File: src/rtl/crc_ser_pkg.sv
package crc_ser_pkg;

  // Burst tracking for the completion pulse
  typedef enum logic {
    FR_IDLE = 1'b0,
    FR_RUN  = 1'b1
  } frame_state_t;

endpackage

File: src/rtl/crc_width_decode.sv
module crc_width_decode #(
  parameter int W = 32
) (
  input  logic [W-1:0] width_mask,
  output logic [W-1:0] top_sel,
  output logic         mask_ok
);
  localparam logic [W-1:0] ONE = W'(1);

  always_comb begin
    // highest set bit of a thermometer mask marks position r-1
    top_sel = width_mask & ~(width_mask >> 1);
    mask_ok = ((width_mask & (width_mask + ONE)) == '0) && (&width_mask[2:0]);
  end
endmodule

File: src/rtl/crc_bit_step.sv
module crc_bit_step #(
  parameter int W = 32
) (
  input  logic [W-1:0] cur,
  input  logic [W-1:0] taps,
  input  logic [W-1:0] width_mask,
  input  logic [W-1:0] top_sel,
  input  logic         bit_in,
  output logic [W-1:0] nxt
);
  logic fb;

  always_comb begin
    fb  = (|(cur & top_sel)) ^ bit_in;
    nxt = ((cur << 1) & width_mask) ^ (fb ? (taps & width_mask) : '0);
  end
endmodule

File: src/rtl/crc_frame_ctl.sv
module crc_frame_ctl
  import crc_ser_pkg::*;
(
  input  logic clk,
  input  logic rst,
  input  logic start,
  input  logic bit_valid,
  output logic done
);
  frame_state_t st;
  logic         idle_cyc;

  assign idle_cyc = !bit_valid && !start;

  always_ff @(posedge clk) begin
    if (rst) begin
      st   <= FR_IDLE;
      done <= 1'b0;
    end else begin
      done <= (st == FR_RUN) && idle_cyc;
      st   <= (bit_valid && !start) ? FR_RUN : FR_IDLE;
    end
  end

  // completion is a single-cycle pulse
  p_done_single_r7: assert property (@(posedge clk) disable iff (rst)
    done |=> !done);

  // the pulse only follows a cycle with no bit and no start
  p_done_after_idle_r7: assert property (@(posedge clk) disable iff (rst)
    done |-> $past(idle_cyc));

  // an idle cycle right after a burst always produces the pulse
  p_done_fires_r7: assert property (@(posedge clk) disable iff (rst)
    (st == FR_RUN && idle_cyc) |=> done);
endmodule

File: src/rtl/serial_crc_engine.sv
module serial_crc_engine #(
  parameter int           W             = 32,
  parameter logic [W-1:0] CHECK_RESIDUE = W'(32'hC704DD7B)
) (
  input  logic         clk,
  input  logic         rst,
  input  logic         start,
  input  logic         bit_valid,
  input  logic         bit_in,
  input  logic [W-1:0] gen_taps,
  input  logic [W-1:0] width_mask,
  output logic [W-1:0] crc_out,
  output logic         match_out,
  output logic         done_out
);
  logic [W-1:0] top_sel;
  logic         mask_ok;
  logic [W-1:0] crc_next;
  logic [W-1:0] residue_m;
  logic         accept;

  assign residue_m = CHECK_RESIDUE & width_mask;
  assign accept    = bit_valid && !start;

  crc_width_decode #(.W(W)) u_width (
    .width_mask (width_mask),
    .top_sel    (top_sel),
    .mask_ok    (mask_ok)
  );

  crc_bit_step #(.W(W)) u_step (
    .cur        (crc_out),
    .taps       (gen_taps),
    .width_mask (width_mask),
    .top_sel    (top_sel),
    .bit_in     (bit_in),
    .nxt        (crc_next)
  );

  crc_frame_ctl u_frame (
    .clk       (clk),
    .rst       (rst),
    .start     (start),
    .bit_valid (bit_valid),
    .done      (done_out)
  );

  always_ff @(posedge clk) begin
    if (rst) begin
      crc_out   <= '0;
      match_out <= 1'b0;
    end else if (start) begin
      crc_out   <= '0;
      match_out <= (residue_m == '0);
    end else if (bit_valid) begin
      crc_out   <= crc_next;
      match_out <= (crc_next == residue_m);
    end
  end

  // offered bits come with a legal thermometer width of at least 3
  p_mask_legal_r1: assert property (@(posedge clk) disable iff (rst)
    bit_valid |-> (mask_ok && $countones(top_sel) == 1));

  // nothing survives above the active width after an update
  p_upper_zero_r1: assert property (@(posedge clk) disable iff (rst)
    (bit_valid || start) |=> ((crc_out & ~$past(width_mask)) == '0));

  // start empties the remainder, even with a bit offered
  p_start_clears_r2: assert property (@(posedge clk) disable iff (rst)
    start |=> (crc_out == '0));

  // zero feedback means a plain masked shift
  p_plain_shift_r3: assert property (@(posedge clk) disable iff (rst)
    (accept && ((|(crc_out & top_sel)) == bit_in))
      |=> (crc_out == (($past(crc_out) << 1) & $past(width_mask))));

  // idle cycles leave remainder and flag alone
  p_hold_idle_r5: assert property (@(posedge clk) disable iff (rst)
    (!bit_valid && !start) |=> ($stable(crc_out) && $stable(match_out)));
endmodule

File: config.mk
export PLATFORM = sky130hd
export DESIGN_NAME = serial_crc_engine
export DESIGN_NICKNAME = d
export VERILOG_FILES = /design/src/rtl/crc_ser_pkg.sv /design/src/rtl/crc_width_decode.sv /design/src/rtl/crc_bit_step.sv /design/src/rtl/crc_frame_ctl.sv /design/src/rtl/serial_crc_engine.sv
export SDC_FILE = /design/constraint.sdc
export NUM_CORES = 1
export LEC_CHECK = 0
export ABC_AREA = 1
export BUFFER_PORTS_ARGS = -buffer_cell sky130_fd_sc_hd__buf_2
export CAP_MARGIN = 20
export CORE_MARGIN = 4
export CORE_UTILIZATION = 47
export CTS_BUF_LIST = sky130_fd_sc_hd__clkbuf_8
export DETAILED_ROUTE_END_ITERATION = 10
export GPL_TIMING_DRIVEN = 0
export HOLD_SLACK_MARGIN = 0.1
export PLACE_DENSITY_LB_ADDON = 0.12
export SYNTH_ARGS = -nofsm -noshare
export SYNTH_HDL_FRONTEND = slang
export SYNTH_SLANG_ARGS = --single-unit
File: constraint.sdc
create_clock -name clk -period 1.6 [get_ports clk]
set_input_delay 0.08 -clock clk [delete_from_list [all_inputs] [get_ports clk]]
set_output_delay 0.08 -clock clk [all_outputs]
set_load 0.05 [all_outputs]
==> run_results.csv <==
group,metric,value,unit
worst_hold_path,worstHoldPathCells,5,
critical_path,path_buf_inv,1,
clock_tree,path_clk_slew,0.08,ns
timing,drv_slew,0,
final_layout,diodes,0,
critical_path,cp_slowest_stage_delay,0.35,ns
timing,timing.final.ws_setup,-0.7203,ns
placed_design,place_area,0.003603,mm2
power,vdd_drop_max,0.4969,mV
global_routing,grt_pass1_vias,3615,
critical_path,cp_slowest_cell,"dfxtp_4",
critical_path,cp-start-kind,"register",
floorplanning,boundaryPins,103,
outcome,outcome,"complete, but fails checks",
timing,rsz0062_at_grt,"true",
critical_path,r2r_slack,-0.72,ns
worst_hold_path,hold_end,"crc_out[0]",
power,power.share.sequential,29.9,%
critical_path,critPathMostFrequentCell,"nand2_1",
critical_path,crit_type,"register to register",
critical_path,worstPathMaxFanout,5,
timing,fmax,431.0,MHz
critical_path,worstReg2RegEnd,"match_out",
clock_tree,h-tree-depth,2,
clock_tree,numCtsBuffers,5,
final_layout,syn2layout_area_growth,56.25,%
timing,hold_violations,0,
power,p_leak,2.590,nW
final_layout,layout.nets,733,
critical_path,cp.required,1.84,ns
placed_design,preCtsSetupSlack,-0.6115,ns
global_routing,gr-total-overflow,0,
power,clockPowerShare,25.3,%
drt,routedWlPerCell,15.75,um
global_routing,grt_pass1_wl,16660,um
placed_design,portBuffers,101,
critical_path,critPathCaptureType,"register",
final_layout,post-route-util,75.25,%
outcome,violations,"negative setup slack",
synth,synth_top_area_share,24.57,%
placed_design,numPlacedInstances,698,
floorplanning,coreArea,0.005921,mm2
synth,synth-seq-cells,35,
synth,synth_cell_types,23,
global_routing,grt_start_max_net_pins,11,
power,switching_share,38.51,%
job,drv_cap,0,
worst_hold_path,min_from,"gen_taps[0]",
drt,drc,0,
critical_path,r2r-start,"crc_out[9]",
drt,postRouteWirelength,11660,um
floorplanning,initial_core_util,48.16,%
floorplanning,dieWidth,85.89,um
critical_path,path_cells,"nand3_1 -> nand2_1 -> nor2_2 -> nand2_2 -> nor2_4 -> nand3_4 -> nand2_4 -> buf_8 -> nand3b_1 -> nand3_1 -> nand2_1 -> nor2_1 -> nand2_1 -> nor2_2 -> nand2_1 -> a21oi_2",
clock_tree,clk_latency,0.30,ns
clock_tree,cts_tree,"built",
synth,yosys.area.top_type,"dfxtp_1",
timing,period_share,145.0,%
final_layout,num-fill-cells,461,
clock_tree,clockBufferDepth,2,
timing,relSlewSlack,44.94,%
synth,avgSynthCellArea,5.463,um2
timing,final.min_clock_period,2.320,ns
global_routing,grt_util_all_layers,28.25,%
placed_design,hpwl,7267,um
critical_path,worstPathArrival,2.56,ns
timing,worst_pin_slew,0.8259,ns
critical_path,crit_path_start,"crc_out[9]",
clock_tree,cts_sinks,35,
drt,via_per_inst,5.492,
floorplanning,die-height,85.89,um
final_layout,fin_area,0.004456,mm2
critical_path,critical-path-top-delay-family,"simple AND/OR/NAND/NOR gates",
power,p_switching,1.138,mW
timing,fin_worst_skew,0.005443,ns
placed_design,gp_congestion,0.9310,
worst_hold_path,hold_class,"primary input to register",
synth,syn_inst,522,
critical_path,rr_worst_depth,16,
drt,vias,4064,
final_layout,layout-drive-gt1-share,39.55,%
floorplanning,die_area,0.007377,mm2
timing,finalSetupViolCount,33,
power,power_density,663.5,mW/mm2
drt,first_iter_violations,345,
synth,syn-cell-area,0.002851,mm2
drt,first_pass_iters,5,
power,pwr-share-comb,44.8,%
synth,ys_warn_count,0,
final_layout,finalNonFillerCells,740,
global_routing,antenna_found_initial,0,
drt,antenna_left,0,
timing,finalSetupTns,-8.306,ns
synth,synth.net_count,591,
synth,yosys-top-cells-area,"dfxtp_1 25%, nand2_1 24%, inv_1 14%",
floorplanning,num_rows,28,
synth,yosysSeqAreaShare,24.57,%
power,intPower,1.818,mW
clock_tree,cts-root-buf,"clkbuf_8",
power groups by stage:
| stage | sequential [mW] | combinational [mW] | clock, mW |
|---|---|---|---|
| 6_report | 0.884 | 1.32 | 0.748 |
| 5_1_grt | 0.887 | 1.40 | 0.761 |
| 4_1_cts | 0.883 | 1.04 | 0.718 |
| 3_5_place_dp | 0.908 | 0.805 | 0 |
| 3_3_place_gp | 0.906 | 0.794 | 0 |
| 2_1_floorplan | 0.986 | 0.429 | 0 |
registers in the layout, indices dropped and copies added, names as in the netlist:
name          flops
u_frame.done      1
u_frame.st        1
crc_out          32
match_out         1
cells in the final DEF (no fill, tap or decap), types with 14 or more instances in the layout:
cell type,synthesis,final
nand3_1,75,54
nand2_1,184,158
buf_2,0,101
a31oi_1,17,14
inv_1,104,102
dfxtp_4,0,31
nor2_1,22,17
buf_4,0,17
inv_2,13,16
nand3_2,1,21
o21ai_0,24,17
nand2_2,2,17
synth_stat cells:
| cell | instances |
|---|---|
| clkbuf_1 | 7 |
| dfxtp_1 | 35 |
| inv_1 | 104 |
| nor4_1 | 2 |
| a21oi_1 | 1 |
| o21ai_0 | 24 |
| o22ai_1 | 8 |
| nand2_4 | 1 |
| clkinv_1 | 1 |
| o41ai_1 | 1 |
| inv_2 | 13 |
| a31oi_1 | 17 |
| a21oi_2 | 1 |
| nand3_1 | 75 |
| nand3_2 | 1 |
| buf_6 | 6 |
| nor2_2 | 2 |
| nand4_1 | 2 |
| nand2_1 | 184 |
| nor2_1 | 22 |
| nand3b_1 | 12 |
| o21ai_1 | 1 |
| nand2_2 | 2 |
layer usage:
metal	track usage [%]	vias up	wire length, um
li1	-	1927	-
met3	5.860	70	1184
met4	13.38	0	593
met1	35.91	1797	4492
met2	45.48	270	5387
met5	0	-	0
logic make-up after synthesis:
kind of cell    Yosys count  share of synthesized area, %
buf+inv                 131                         18.82
compound gates           53                         10.66
flops                    35                         24.57
simple gates            303                         45.94
cell type report:
type | instances | area, um2 | share of cell area [%]
Multi-Input combinational cell | 357 | 1971 | 44.23
Timing Repair Buffer | 134 | 903.4 | 20.28
Sequential cell | 35 | 818.3 | 18.37
Inverter | 118 | 442.9 | 9.941
Buffer | 13 | 126.4 | 2.836
Clock buffer | 7 | 96.34 | 2.162
Tap cell | 75 | 93.84 | 2.106
Clock inverter | 1 | 3.754 | 0.08425
worst register-to-register path: cells and delay by family, from the launching register on:
| kind | cells | cell delay (ns) |
|---|---|---|
| buffers and inverters | 1 | 0.14 |
| flip-flops | 1 | 0.35 |
| AND/OR/NAND/NOR | 14 | 1.67 |
| AO/OA/AOI/OAI | 1 | 0.11 |
how the worst max path moves through the flow:
stage	slack [ns]	cells after the start	to
detailed placement	-0.61	18	match_out
floorplan	-0.21	18	match_out
global route	-0.89	16	match_out
finish	-0.72	16	match_out
CTS	-0.52	18	match_out
global placement	-0.58	18	match_out
repair_timing:
action                                  CTS  global route
endpoints found under the hold margin     2             0
hold buffers                              2             0
resized for setup                        46            53
setup buffers                            16            11
gates cloned                              3             3
endpoints found under the setup margin   33            33
pin swaps                                 9            23
metrics by stage:
stage | hold WS, ns | power (mW)
5_1_grt | 0.1635 | 3.047
3_3_place_gp | 0.2833 | 1.701
4_1_cts | 0.1495 | 2.638
6_report | 0.1321 | 2.956
2_1_floorplan | 0.1424 | 1.415
3_5_place_dp | 0.2848 | 1.712
(Power assumes the default switching activity.)
